## src/rtl/scl_rate_pkg.sv

```systemverilog
package scl_rate_pkg;

    // Phase of the SCL waveform as seen by the generator
    typedef enum logic [1:0] {
        PH_IDLE = 2'd0,
        PH_LOW  = 2'd1,
        PH_WAIT = 2'd2,
        PH_HIGH = 2'd3
    } scl_phase_e;

    // Fixed part of every half period, in system clock cycles
    localparam int HALF_BASE = 8;
    // Smallest divider accepted in master mode
    localparam int MIN_DIV   = 10;
    // Shift per prescale code step (factor 4 per step)
    localparam int PRE_STEP  = 2;

endpackage

```

## src/rtl/scl_half_calc.sv

```systemverilog
module scl_half_calc
    import scl_rate_pkg::*;
#(
    parameter int DIV_W = 8,
    parameter int PRE_W = 2,
    parameter int CNT_W = 15
) (
    input  logic             enable,
    input  logic [DIV_W-1:0] div_val,
    input  logic [PRE_W-1:0] pre_sel,
    output logic [CNT_W-1:0] half_last,
    output logic [CNT_W-1:0] half_mid,
    output logic             cfg_err
);

    localparam int NUM_PRE = 2 ** PRE_W;

    logic [CNT_W-1:0] scaled [NUM_PRE];
    logic [CNT_W-1:0] half_len;

    // One shifted copy of the divider per prescale code
    for (genvar g = 0; g < NUM_PRE; g++) begin : g_scale
        assign scaled[g] = CNT_W'(div_val) << (PRE_STEP * g);
    end

    always_comb begin
        half_len  = CNT_W'(HALF_BASE) + scaled[pre_sel];
        half_last = half_len - CNT_W'(1);
        half_mid  = half_len >> 1;
        cfg_err   = enable && (div_val < DIV_W'(MIN_DIV));
    end

endmodule

```

## src/rtl/scl_phase_fsm.sv

```systemverilog
module scl_phase_fsm
    import scl_rate_pkg::*;
#(
    parameter int CNT_W = 15
) (
    input  logic             clk,
    input  logic             rst_n,
    input  logic             run,
    input  logic             scl_in,
    input  logic [CNT_W-1:0] half_last,
    input  logic [CNT_W-1:0] half_mid,
    output logic             scl_drive_low,
    output logic             drive_stb,
    output logic             sample_stb
);

    typedef struct packed {
        scl_phase_e       ph;
        logic [CNT_W-1:0] cnt;
    } fsm_t;

    fsm_t st_d, st_q;

    always_comb begin
        st_d = st_q;
        unique case (st_q.ph)
            PH_IDLE: begin
                st_d.ph  = PH_LOW;
                st_d.cnt = '0;
            end
            PH_LOW: begin
                if (st_q.cnt >= half_last) begin
                    st_d.ph  = PH_WAIT;
                    st_d.cnt = '0;
                end else begin
                    st_d.cnt = st_q.cnt + CNT_W'(1);
                end
            end
            PH_WAIT: begin
                // This cycle is the first high cycle once the line reads high
                if (scl_in) begin
                    st_d.ph  = PH_HIGH;
                    st_d.cnt = CNT_W'(1);
                end
            end
            PH_HIGH: begin
                if (st_q.cnt >= half_last) begin
                    st_d.ph  = PH_LOW;
                    st_d.cnt = '0;
                end else begin
                    st_d.cnt = st_q.cnt + CNT_W'(1);
                end
            end
            default: begin
                st_d.ph  = PH_IDLE;
                st_d.cnt = '0;
            end
        endcase
        if (!run) begin
            st_d.ph  = PH_IDLE;
            st_d.cnt = '0;
        end
    end

    always_ff @(posedge clk) begin
        if (!rst_n) begin
            st_q.ph  <= PH_IDLE;
            st_q.cnt <= '0;
        end else begin
            st_q <= st_d;
        end
    end

    assign scl_drive_low = (st_q.ph == PH_LOW);
    assign drive_stb     = (st_q.ph == PH_LOW) && (st_q.cnt == '0);
    assign sample_stb    = (st_q.ph == PH_HIGH) && (st_q.cnt == half_mid);

    AST_DRIVE_ON_FALL: assert property (@(posedge clk) disable iff (!rst_n)
        $rose(scl_drive_low) |-> drive_stb);

    AST_SAMPLE_LINE_HIGH: assert property (@(posedge clk) disable iff (!rst_n)
        sample_stb |-> (scl_in && !scl_drive_low));

    AST_STROBES_APART: assert property (@(posedge clk) disable iff (!rst_n)
        !(sample_stb && drive_stb));

endmodule

```

## src/rtl/scl_rate_gen.sv

```systemverilog
module scl_rate_gen
    import scl_rate_pkg::*;
#(
    parameter int DIV_W = 8,
    parameter int PRE_W = 2
) (
    input  logic             clk,
    input  logic             rst_n,
    input  logic             enable,
    input  logic [DIV_W-1:0] div_val,
    input  logic [PRE_W-1:0] pre_sel,
    input  logic             scl_in,
    output logic             scl_drive_low,
    output logic             drive_stb,
    output logic             sample_stb,
    output logic             cfg_err
);

    localparam int CNT_W = DIV_W + PRE_STEP * ((2 ** PRE_W) - 1) + 1;

    logic [CNT_W-1:0] half_last;
    logic [CNT_W-1:0] half_mid;
    logic             run;

    scl_half_calc #(
        .DIV_W(DIV_W),
        .PRE_W(PRE_W),
        .CNT_W(CNT_W)
    ) u_calc (
        .enable   (enable),
        .div_val  (div_val),
        .pre_sel  (pre_sel),
        .half_last(half_last),
        .half_mid (half_mid),
        .cfg_err  (cfg_err)
    );

    assign run = enable && !cfg_err;

    scl_phase_fsm #(
        .CNT_W(CNT_W)
    ) u_fsm (
        .clk          (clk),
        .rst_n        (rst_n),
        .run          (run),
        .scl_in       (scl_in),
        .half_last    (half_last),
        .half_mid     (half_mid),
        .scl_drive_low(scl_drive_low),
        .drive_stb    (drive_stb),
        .sample_stb   (sample_stb)
    );

    AST_CFG_HOLDS_IDLE: assert property (@(posedge clk) disable iff (!rst_n)
        cfg_err |=> !scl_drive_low);

    AST_DISABLE_RELEASES: assert property (@(posedge clk) disable iff (!rst_n)
        !enable |=> !scl_drive_low);

    AST_NO_ERR_OFF: assert property (@(posedge clk) disable iff (!rst_n)
        !enable |-> !cfg_err);

endmodule

```

## config.mk

```make
export PLATFORM = sky130hd
export DESIGN_NAME = scl_rate_gen
export DESIGN_NICKNAME = d
export VERILOG_FILES = /design/src/rtl/scl_rate_pkg.sv /design/src/rtl/scl_half_calc.sv /design/src/rtl/scl_phase_fsm.sv /design/src/rtl/scl_rate_gen.sv
export SDC_FILE = /design/constraint.sdc
export NUM_CORES = 1
export LEC_CHECK = 0
export BUFFER_PORTS_ARGS = -buffer_cell sky130_fd_sc_hd__buf_4
export CORE_UTILIZATION = 48
export CTS_CLUSTER_SIZE = 12
export DETAILED_ROUTE_END_ITERATION = 10
export GPL_ROUTABILITY_DRIVEN = 0
export PLACE_DENSITY = 0.65
export SETUP_SLACK_MARGIN = 0.5
export SLEW_MARGIN = 20
export SYNTH_ARGS = -nofsm -noshare
export SYNTH_HDL_FRONTEND = slang
export SYNTH_SLANG_ARGS = --single-unit
```

## constraint.sdc

```tcl
create_clock -name clk -period 5.5 [get_ports clk]
set_clock_uncertainty 0.15 [all_clocks]
set_input_delay 0.825 -clock clk [delete_from_list [all_inputs] [get_ports clk]]
set_output_delay 0.825 -clock clk [all_outputs]
set_load 0.02 [all_outputs]
```

## After elaboration in Yosys (flattened, before gate mapping)

Index checks and enable logic that the tools add are counted.

| cells by class | value |
|---|---|
| add/subtract/negate cells | 3 |
| $lt $le $gt $ge | 3 |
| equality and inequality tests | 7 |
| muxes and demuxes | 8 |
| bitwise gates (word level) | 1 |
| reductions and logical operators | 9 |

Operators with widths:

| operator | count |
|---|---|
| one-hot mux 17 bit (4 select lines) | 1 |
| 2-to-1 mux 15 bit | 3 |
| binary-select mux 15 bit (select 2 bit) | 1 |
| 2-to-1 mux 17 bit | 1 |
| adder 15 x 1 -> 15 bit, second input constant | 1 |
| adder 4 x 15 -> 15 bit, first input constant | 1 |
| == test 15 x 14 -> 1 bit | 1 |
| greater-or-equal comparator 15 bit | 1 |
| zero test 15 bit | 1 |
| subtractor 15 x 1 -> 15 bit, second input constant | 1 |
| < comparator 8 x 4 -> 1 bit, second input constant | 1 |
| == test 2 bit, second input constant | 2 |
| logical AND 1 bit | 4 |
| 2-to-1 mux 2 bit | 2 |
| != test 2 x 1 -> 1 bit, second input constant | 2 |
| greater-or-equal comparator 3 bit, second input constant | 1 |
| inverter 2 -> 3 bit | 1 |
| AND reduction 3 bit | 1 |
| == test 2 x 1 -> 1 bit, second input constant | 1 |
| zero test 2 bit | 1 |
| != test 2 bit, second input constant | 1 |
| AND reduction 2 bit | 1 |
| zero test 1 bit | 1 |

| word-level totals | value |
|---|---|
| bits in registers | 17 |
| bits of input ports | 14 |
| output and inout bits | 4 |
| logic and storage cells | 33 |

## Depth between registers and ports, before layout

Gate-level depths: netlist of the first run.

| depth | value |
|---|---|
| depth in word-level cells | 9 |
| gate-level depth with buffers | 19 |
| depth with buffers taken out | 17 |

## By module

From an unflattened synthesis of the first run, not the netlist that was laid out.

| second synthesis, totals | value |
|---|---|
| cell total of the unflattened synthesis | 330 |
| area, all modules | 2521.2 µm² |

Modules (own cells, without submodules):

| module | times used | cells each | area an instance (µm²) | sequential area each (µm²) |
|---|---|---|---|---|
| scl_phase_fsm | 1 | 221 | 1715.4 | 340.3 |
| scl_half_calc | 1 | 108 | 792.0 | 0.0 |
| scl_rate_gen | 1 | 1 | 13.8 | 0.0 |

## Worst setup path after synthesis of the first run

No wires, ideal clock.

| timing path | value |
|---|---|
| path kind | input to register |
| start | input pre_sel[1] |
| end | register u_fsm.st_q[11] in the netlist's numbering |
| setup time | 0.072 ns |
| arrival time | 4.205 ns |
| data required time | 5.278 ns |
| slack | 1.073 ns |
| stages on the path | 19 |
| path buffers | 2 |
| path through | buf_4 mux2i_1 mux2i_1 ha_1 and4b_1 a31oi_2 a21oi_1 nor2_1 o2111a_1 a32oi_1 ha_1 a21o_1 a21o_1 a221oi_2 nand3_1 a211oi_2 buf_4 nand2_1 mux2i_1 |

| between the ends | value |
|---|---|
| cells in the longest elaborated chain, start to end | 9 |

Ends and longest elaborated chain:

| item | line | source |
|---|---|---|
| start, declared | scl_rate_gen.sv:11 | `input logic [PRE_W-1:0] pre_sel,` |
| inverter 2 -> 3 bit (implied by the code) | scl_half_calc.sv:27 | `half_len = CNT_W'(HALF_BASE) + scaled[pre_sel];` |
| binary-select mux 15 bit (select 2 bit) | scl_half_calc.sv:27 |  |
| 2-to-1 mux 15 bit (implied by the code) (2 in a row) | scl_half_calc.sv:27 |  |
| adder 4 x 15 -> 15 bit | scl_half_calc.sv:27 |  |
| subtractor 15 x 1 -> 15 bit | scl_half_calc.sv:28 | `half_last = half_len - CNT_W'(1);` |
| greater-or-equal comparator 15 bit | scl_phase_fsm.sv:32, scl_phase_fsm.sv:47 |  |
| 2-to-1 mux 15 bit | scl_phase_fsm.sv:32, scl_phase_fsm.sv:47 |  |
| one-hot mux 17 bit (4 select lines) | scl_phase_fsm.sv:26 | `unique case (st_q.ph)` |
| end signal, assigned | scl_phase_fsm.sv:70 | `st_q <= st_d;` |
| end, declared | scl_phase_fsm.sv:22 | `fsm_t st_d, st_q;` |

No other way between the ends. The select of a mux whose other input is x is not followed.
A chain may end at the register's enable or synchronous reset.

## Worst setup path in the final report of the first run

Same ends and word-level chain as after synthesis.

==> results.toml, run 1 <==
[routing]
drc = 0
vias = 2154
firstDrtPassIters = 6
wirelength_um = 5880
wl_per_cell_um = 16.2
antenna_left = 0
drt_iter0_drc = 170
avgViaCountPerCell = 5.93

[worst_setup_path]
cp_common_cell = "mux2i_1"
startpoint = "pre_sel[1]"
crit_fanout = 22
r2r_cells = 9
startpoint_type = "input pin"
cpPeakStageDelay_ns = 0.44
critPathTopFamily = "compound AO/OA/AOI/OAI gates"
r2r-start = "u_fsm.st_q[9]$_SDFFE_PN0P_"
slowest_stage = "nor3_1"
crit_buf_inv = 2
worstPathArrival_ns = 4.83
path_depth = 17
critPathKind = "in -> reg"
path_cells = "buf_4 -> mux2i_1 -> mux2i_1 -> ha_1 -> xor2_1 -> nor3_1 -> o2111a_1 -> a32oi_1 -> ha_1 -> a21o_1 -> a21o_1 -> a221oi_2 -> nand3_1 -> a211oi_4 -> buf_4 -> nand2_1 -> mux2i_1"
setup.worst_path.end_class = "flop"
worstPathRequired_ns = 5.54

[clock_tree]
cts_resized = 0
clkLatencyLatePin_ns = 0.26
cts_tree = "done"
htreeDepth = 1
root_buffer = "clkbuf_8"
tritoncts.num_buffers = 3
clkSinkCount = 17
post_cts_buffers = 0
cts_hold_buf = 0
cts_buffer_depth = 2
cts.clk_slew.worst_paths_ns = 0.07

[floorplan]
num_rows = 24
dieArea_mm2 = 0.00503
coreArea_mm2 = 0.00447
ios = 18
die_h_um = 71.0
die_x_um = 71.0
start_util = 0.510

[final_layout]
biggestRegsByFlops = "u_fsm.st_q x17"
n_antenna_cell = 0
fillerInstances = 427
area_growth_pct = 9.65
mostFrequentLayoutCells = "nor2_1 (27), nand2_1 (27), ha_1 (25), nand3_1 (23), buf_4 (19)"
final_core_util = 0.559
multiInputGateArea_mm2 = 0.00187
fin_cells = 363
final_nets = 351
regArea_um2 = 340
final_layout_size_suffix_gt1_frac = 0.135
top_register = "u_fsm.st_q"
largest_reg_flops = 17

[flow_run]
maxCapViolCount = 0

[global_route]
grt_max_degree = 23
grt_pass1_vias = 1973
overflow = 0
grt_pass1_wl_um = 9750
antenna_found_initial = 0
track_usage = 0.243

[power]
power_density_mw_per_mm2 = 134
leakagePower_nw = 1.06
ir_drop_mv = 0.113

[synthesis]
synth_seq_area_share = 0.149
yosysWarningCount = 0
syn_nets = 335
synth_cell_types = 57
syn-instance-count = 296
avgSynthCellArea_um2 = 7.71
synth_area_mm2 = 0.00228
synth_flop_cell = "dfxtp_1"
ys_ff_latch = 17
synth_edf_count = 0
synthArstFlopShare = 0

[placement]
pre_cts_ws_ns = 0.410
place_hpwl_um = 4510
io_buffers = 17
placed_cells_incl_taps = 359

[sta]
worstMarginPinSlew_ns = 0.484
finalMaxSlewViolations = 0
setup_viol = 0
setup_ws_ns = 0.707
min_period_ns = 4.79
tns_ns = 0
report.final.hold_viol_count = 0
fmax_ghz = 0.209
rsz0062_at_grt = "false"
period_share = 0.871
slew_headroom = 0.675

[min_path]
hold_depth = 2
hold_class = "reg -> reg"
min_from = "u_fsm.st_q[14]$_SDFFE_PN0P_"

[status]
status = "finished clean"
worst paths after layout:
path / to / slack [ns]
worst min-delay path: u_fsm.st_q[14]$_SDFFE_PN0P_ / 0.40
worst min register to register: u_fsm.st_q[14]$_SDFFE_PN0P_ / 0.40
worst max-delay path: u_fsm.st_q[11]$_SDFFE_PN0P_ / 0.71
worst max register to register: u_fsm.st_q[11]$_SDFFE_PN0P_ / 2.75
metrics by stage:
| stage | area, um^2 | power, mW | hold WS (ns) |
|---|---|---|---|
| 4_1_cts | 2480 | 0.336 | 0.394 |
| 6_report | 2500 | 0.336 | 0.398 |
| 3_5_place_dp | 2430 | 0.240 | 0.378 |
| 5_1_grt | 2500 | 0.356 | 0.436 |
| 2_1_floorplan | 2280 | 0.212 | 0.329 |
| 3_3_place_gp | 2430 | 0.238 | 0.383 |
cells in the mapped netlist (5+ instances only):
master,instances,area (um^2)
ha_1,25,313
o21a_1,5,37.5
xnor2_1,15,131
xor2_1,9,78.8
and3_1,5,31.3
a22o_1,5,43.8
dfxtp_1,17,340
a21oi_1,14,70.1
nor4_1,5,31.3
nor2_1,27,101
a21o_1,9,67.6
nand3b_1,5,37.5
o21ai_0,15,75.1
o21ai_1,7,35.0
mux2i_1,7,70.1
nor3_1,5,25.0
inv_1,11,41.3
nand2_1,27,101
nand3_1,23,115
final cells by class:
cell class | instances | share of cell area
Clock buffer | 4 | 0.0180
Multi-Input combinational cell | 260 | 0.746
Inverter | 11 | 0.0165
Timing Repair Buffer | 19 | 0.0570
Tap cell | 52 | 0.0260
Sequential cell | 17 | 0.136
per-layer routing:
metal / vias up / global-route usage / routed length, um
li1: 1116 / - / -
met4: 0 / 0.0533 / 28
met5: - / 0 / 0
met2: 34 / 0.376 / 2600
met1: 1000 / 0.360 / 3080
met3: 4 / 0.0313 / 172
report_power, final:
| group | internal [mW] | switching [mW] |
|---|---|---|
| logic | 0.0487 | 0.0657 |
| registers | 0.124 | 0.00192 |
| clock network | 0.0515 | 0.0442 |
| total | 0.224 | 0.112 |
cells by family (layout without fill, tap and decap cells):
kind of cell | Yosys count | count (layout) | synth area share
compound gates | 76 | 76 | 0.235
xor+xnor | 24 | 24 | 0.0921
fa+ha+maj | 25 | 25 | 0.137
buf+inv | 19 | 34 | 0.0433
flops | 17 | 17 | 0.149
mux | 12 | 12 | 0.0598
simple gates | 123 | 123 | 0.283
worst min-delay path: cells and delay by family, from the launching register on:
family / cells / cell delay, ns
flip-flops: 1 / 0.34
buffers and inverters: 1 / 0.08
AO/OA/AOI/OAI: 1 / 0.08
Note: power is estimated with default switching activity, not from simulation.
==> run 2, diff against run 1 <==
Settings changed: CORE_UTILIZATION 48 to 60, PLACE_DENSITY 0.65 to 0.79.
==> run 2 against run 1 <==
Net effect: sequential share of layout area rose by 0.18 points; critical path type unchanged; first-iteration DRC count fell by 4.7%; routed wire length fell by 4.6%; cell count fell by 1.4%; register-to-register slack got worse by 0.02 ns.
==> results.toml, run 2 (synthesis gave the netlist of run 1 again) <==
[status]
status = "finished clean"

[routing]
avgViaCountPerCell = 6.19
antenna_left = 0
firstDrtPassIters = 5
drc = 0
vias = 2216
wirelength_um = 5620
wl_per_cell_um = 15.7
drt_iter0_drc = 162

[floorplan]
dieArea_mm2 = 0.00405
die_h_um = 63.7
start_util = 0.623
num_rows = 22
coreArea_mm2 = 0.00366
ios = 18
die_x_um = 63.7

[worst_setup_path]
worstPathRequired_ns = 5.55
critPathKind = "in -> reg"
crit_buf_inv = 1
cp_common_cell = "a21o_1"
worstPathArrival_ns = 4.75
r2r_cells = 8
r2r-start = "u_fsm.st_q[9]$_SDFFE_PN0P_"
slowest_stage = "a21oi_1"
crit_fanout = 22
setup.worst_path.end_class = "flop"
reg2reg_slack_ns = 2.73
critPathTopFamily = "compound AO/OA/AOI/OAI gates"
cpPeakStageDelay_ns = 0.42
startpoint_type = "input pin"
reg2reg_to = "u_fsm.st_q[4]$_SDFFE_PN0P_"
path_cells = "buf_4 -> mux2i_1 -> mux2i_1 -> ha_1 -> and4b_1 -> a31oi_2 -> a21oi_1 -> nor2_1 -> o2111a_1 -> a32oi_1 -> ha_1 -> a21o_1 -> a21o_1 -> a221oi_2 -> nand3_1 -> a21oi_1 -> a21o_1 -> a22o_1"

[global_route]
overflow = 0
track_usage = 0.295
grt_max_degree = 23
grt_pass1_vias = 2082
antenna_found_initial = 0
grt_pass1_wl_um = 9540

[sta]
min_period_ns = 4.70
finalMaxSlewViolations = 0
rsz0062_at_grt = "false"
report.final.hold_viol_count = 0
worstMarginPinSlew_ns = 0.467
setup_ws_ns = 0.798
period_share = 0.855
setup_viol = 0
fmax_ghz = 0.213
slew_headroom = 0.688
tns_ns = 0

[clock_tree]
cts_tree = "done"
cts_hold_buf = 0
clkSinkCount = 17
htreeDepth = 1
cts.clk_slew.worst_paths_ns = 0.06
root_buffer = "clkbuf_8"
clkLatencyLatePin_ns = 0.25
cts_buffer_depth = 2
tritoncts.num_buffers = 3

[final_layout]
biggestRegsByFlops = "u_fsm.st_q x17"
top_register = "u_fsm.st_q"
final_layout_size_suffix_gt1_frac = 0.126
n_antenna_cell = 0
mostFrequentLayoutCells = "nor2_1 (27), nand2_1 (27), ha_1 (25), nand3_1 (23), buf_4 (18)"
area_growth_pct = 8.22
final_nets = 350
final_core_util = 0.675
largest_reg_flops = 17

[flow_run]
maxCapViolCount = 0

[min_path]
worstHoldEndpoint = "u_fsm.st_q[13]$_SDFFE_PN0P_"
hold_depth = 2
hold_class = "reg -> reg"
min_from = "u_fsm.st_q[13]$_SDFFE_PN0P_"

[power]
leakagePower_nw = 1.05
ir_drop_mv = 0.155
power_density_mw_per_mm2 = 134

[placement]
place_hpwl_um = 4310
io_buffers = 17
pre_cts_ws_ns = 0.590
run 2: cell type report:
class,instances,area [um^2]
multi-input combinational,260,1850
fill,337,1190
sequential,17,340
timing repair buffer,18,135
tap,48,60.1
clock buffer,4,45.0
inverter,11,41.3
run 2: timing repair:
item | 4_1_cts | 5_1_grt
endpoints found under the setup margin | 0 | 1
gates resized for setup | 0 | 1
setup buffers | 0 | 0
run 2: where the power goes:
part	internal [mW]	switching (mW)	leakage (nW)
clock	0.0515	0.0418	0.0228
sequential	0.124	0.00191	0.137
combinational	0.0478	0.0640	0.894
run 2: worst max-delay path by stage:
stage / startpoint / endpoint / slack (ns) / cells after the start
3_3_place_gp: pre_sel[1] / u_fsm.st_q[4]$_SDFFE_PN0P_ / 0.69 / 18
5_1_grt: pre_sel[1] / u_fsm.st_q[4]$_SDFFE_PN0P_ / 0.51 / 18
2_1_floorplan: pre_sel[1] / u_fsm.st_q[11]$_SDFFE_PN0P_ / 1.07 / 19
4_1_cts: pre_sel[1] / u_fsm.st_q[4]$_SDFFE_PN0P_ / 0.83 / 18
6_report: pre_sel[1] / u_fsm.st_q[4]$_SDFFE_PN0P_ / 0.80 / 18
3_5_place_dp: pre_sel[1] / u_fsm.st_q[4]$_SDFFE_PN0P_ / 0.59 / 18
run 2: tightest hold or removal path, stage by stage (launching register included):
cell,delay [ns]
dfxtp_1,0.35
inv_1,0.08
o21ai_1,0.06
run 2: routing by layer:
metal | vias up | track usage | wire (um)
li1 | 1114 | - | -
met1 | 1015 | 0.369 | 2550
met2 | 74 | 0.528 | 2730
met3 | 13 | 0.0236 | 252
met4 | 0 | 0.0909 | 85
met5 | - | 0 | 0
run 2: stage by stage:
| stage | hold slack, ns | total power, mW | std cells | instance area [um^2] |
|---|---|---|---|---|
| after CTS | 0.389 | 0.331 | 358 | 2460 |
| after detailed placement | 0.375 | 0.239 | 354 | 2420 |
| after floorplan | 0.329 | 0.212 | 296 | 2280 |
| final | 0.389 | 0.331 | 358 | 2470 |
| after global routing | 0.426 | 0.348 | 358 | 2470 |
| after global placement | 0.380 | 0.236 | 354 | 2420 |
==> run 3, diff against run 2 <==
Settings changed: PLACE_DENSITY 0.79 to unset, PLACE_DENSITY_LB_ADDON set to 0.1, SYNTH_HIERARCHICAL set to 1.
==> run 3 against run 2 <==
Net effect: non-clock buffer count is 5 higher; combinational power is 14% higher; maximum frequency decreased by 1.4%; core utilization fell by 0.13 points; critical path depth down 2; clock power rose by 4.8%; worst setup slack got worse by 0.065 ns; cell count is 6.4% higher; hold slack worse by 0.013 ns; via count rose by 7.5%; sequential power is essentially flat; first-iteration DRC count grew 59%.
==> results.toml, run 3 <==
[routing]
firstDrtPassIters = 5
wl_per_cell_um = 16.1
antenna_left = 0
drt_iter0_drc = 258
avgViaCountPerCell = 6.25
wirelength_um = 6150
drc = 0
vias = 2382

[synthesis]
synth_cell_types = 59
synth_flop_cell = "dfxtp_1"
synth_most_common_cell = "inv_1"
ys_ff_latch = 17
synth_edf_count = 0
synth_area_mm2 = 0.00252
netlist.area_leader.share = 0.135
yosysWarningCount = 6
synthTopCellsByArea = "dfxtp_1 (13%), ha_1 (12%), xnor2_1 (8.0%), mux2i_1 (4.4%), nand3_1 (4.2%)"
synthArstFlopShare = 0
synth_seq_area_share = 0.135
syn-instance-count = 330
synth_common_cells = "inv_1 (26), ha_1 (25), nand2_1 (24)"
yosysTopAreaCell = "dfxtp_1"
avgSynthCellArea_um2 = 7.64

[global_route]
overflow = 0
grt_max_degree = 27
grt_pass1_vias = 2018
antenna_found_initial = 0
track_usage = 0.286
grt_pass1_wl_um = 9830

[final_layout]
final_nets = 371
biggestRegsByFlops = "u_fsm/st_q x17"
final_common_cell = "inv_1"
largest_reg_flops = 17
final_core_util = 0.673
area_growth_pct = 7.59
n_antenna_cell = 0
fin_cells = 381
final_layout_size_suffix_gt1_frac = 0.136
mostFrequentLayoutCells = "inv_1 (26), nand2_1 (24), ha_1 (24), buf_4 (23), xnor2_1 (23)"
top_register = "u_fsm/st_q"

[worst_setup_path]
reg2reg_slack_ns = 2.86
critPathKind = "in -> reg"
slowest_stage = "a2111oi_4"
crit_buf_inv = 4
setup.worst_path.end_class = "flop"
worstPathRequired_ns = 5.50
path_cells = "buf_4 -> mux2_4 -> a22o_1 -> or3_1 -> o211a_1 -> or2_4 -> nor4b_4 -> xor2_1 -> inv_1 -> ha_1 -> nand4_1 -> inv_1 -> a2111oi_4 -> buf_4 -> nand4_1 -> a221oi_1"
cpPeakStageDelay_ns = 0.49
crit_fanout = 21
r2r-start = "u_fsm/st_q[5]$_SDFFE_PN0P_"
r2r_cells = 7
reg2reg_to = "u_fsm/st_q[0]$_SDFFE_PN0P_"
critPathTopFamily = "compound AO/OA/AOI/OAI gates"
worstPathArrival_ns = 4.77
startpoint_type = "input pin"

[min_path]
hold_depth = 2
worstHoldEndpoint = "u_fsm/st_q[16]$_SDFFE_PN0P_"
hold_class = "reg -> reg"
min_from = "u_fsm/st_q[16]$_SDFFE_PN0P_"

[sta]
period_share = 0.867
setup_ws_ns = 0.733
report.final.hold_viol_count = 0
finalMaxSlewViolations = 0
tns_ns = 0
rsz0062_at_grt = "false"
min_period_ns = 4.77
fmax_ghz = 0.210
worstMarginPinSlew_ns = 0.866
setup_viol = 0
slew_headroom = 0.421

[floorplan]
ios = 18
start_util = 0.626
die_x_um = 66.8
num_rows = 23
coreArea_mm2 = 0.00403
dieArea_mm2 = 0.00446
die_h_um = 66.8

[clock_tree]
root_buffer = "clkbuf_8"
cts.clk_slew.worst_paths_ns = 0.07
cts_tree = "done"
clkLatencyLatePin_ns = 0.26
htreeDepth = 1
clkSinkCount = 17
cts_buffer_depth = 2
tritoncts.num_buffers = 3
cts_hold_buf = 0

[placement]
placed_cells_incl_taps = 375
pre_cts_ws_ns = 0.306
io_buffers = 17
place_hpwl_um = 4600

[power]
leakagePower_nw = 1.08
power_density_mw_per_mm2 = 130
ir_drop_mv = 0.148

[flow_run]
maxCapViolCount = 0

[status]
status = "finished clean"
## run 3: cells by family after synthesis
group                      share of synthesized area
xor gates and xnor gates                       0.104
muxes                                         0.0809
buffers and inverters                         0.0878
other                                        0.00149
DFF                                            0.135
AOI/OAI and AO/OA                              0.162
adders and majority gates                      0.124
and+or+nand+nor                                0.304
## run 3: how the worst max path moves through the flow
stage                    start                     endpoint  slack (ns)  cells past startpoint
finish              pre_sel[1]   u_fsm/st_q[0]$_SDFFE_PN0P_        0.73                     16
global route        pre_sel[1]   u_fsm/st_q[0]$_SDFFE_PN0P_        0.49                     16
CTS                 pre_sel[0]   u_fsm/st_q[0]$_SDFFE_PN0P_        0.57                     17
detailed placement  pre_sel[0]   u_fsm/st_q[0]$_SDFFE_PN0P_        0.31                     17
global placement    pre_sel[0]   u_fsm/st_q[0]$_SDFFE_PN0P_        0.49                     17
floorplan           pre_sel[0]  u_fsm/st_q[14]$_SDFFE_PN0P_        0.71                     18
## run 3: per-stage QoR
| step | power, mW | hold slack, ns | cell area, um^2 |
|---|---|---|---|
| 2_1_floorplan | 0.223 | 0.330 | 2520 |
| 3_3_place_gp | 0.248 | 0.354 | 2620 |
| 3_5_place_dp | 0.251 | 0.363 | 2620 |
| 4_1_cts | 0.347 | 0.373 | 2670 |
| 5_1_grt | 0.370 | 0.396 | 2710 |
| 6_report | 0.352 | 0.375 | 2710 |
## run 3: worst register-to-register path, stage by stage (launching register included)
cell and delay [ns]:
dfxtp_1 0.53, ha_1 0.32, nand4_1 0.19, a21oi_1 0.08, o21ai_1 0.61, buf_4 0.27, nand4_1 0.10, a221oi_1 0.29
## run 3: power by group
| group | switching [mW] | internal, mW |
|---|---|---|
| Clock | 0.0463 | 0.0515 |
| Sequential | 0.00197 | 0.124 |
| Combinational | 0.0728 | 0.0553 |
| Total | 0.121 | 0.231 |
## run 3: layer usage
| metal | vias to the layer above | track usage | routed length (um) |
|---|---|---|---|
| li1 | 1200 | - | - |
| met1 | 1101 | 0.449 | 3140 |
| met2 | 76 | 0.409 | 2670 |
| met3 | 5 | 0.0377 | 318 |
| met4 | 0 | 0.0372 | 21 |
| met5 | - | 0 | 0 |
## run 3: layout make-up
class	instances	area [um^2]
Tap cell	50	62.6
Timing Repair Buffer	23	173
Clock buffer	4	45.0
Multi-Input combinational cell	261	1990
Fill cell	375	1320
Sequential cell	17	340
Inverter	26	97.6
## run 3: timing repair
action                                  4_1_cts  5_1_grt
buffers inserted                              0        2
resized for setup                             0        6
endpoints found under the setup margin        0       16
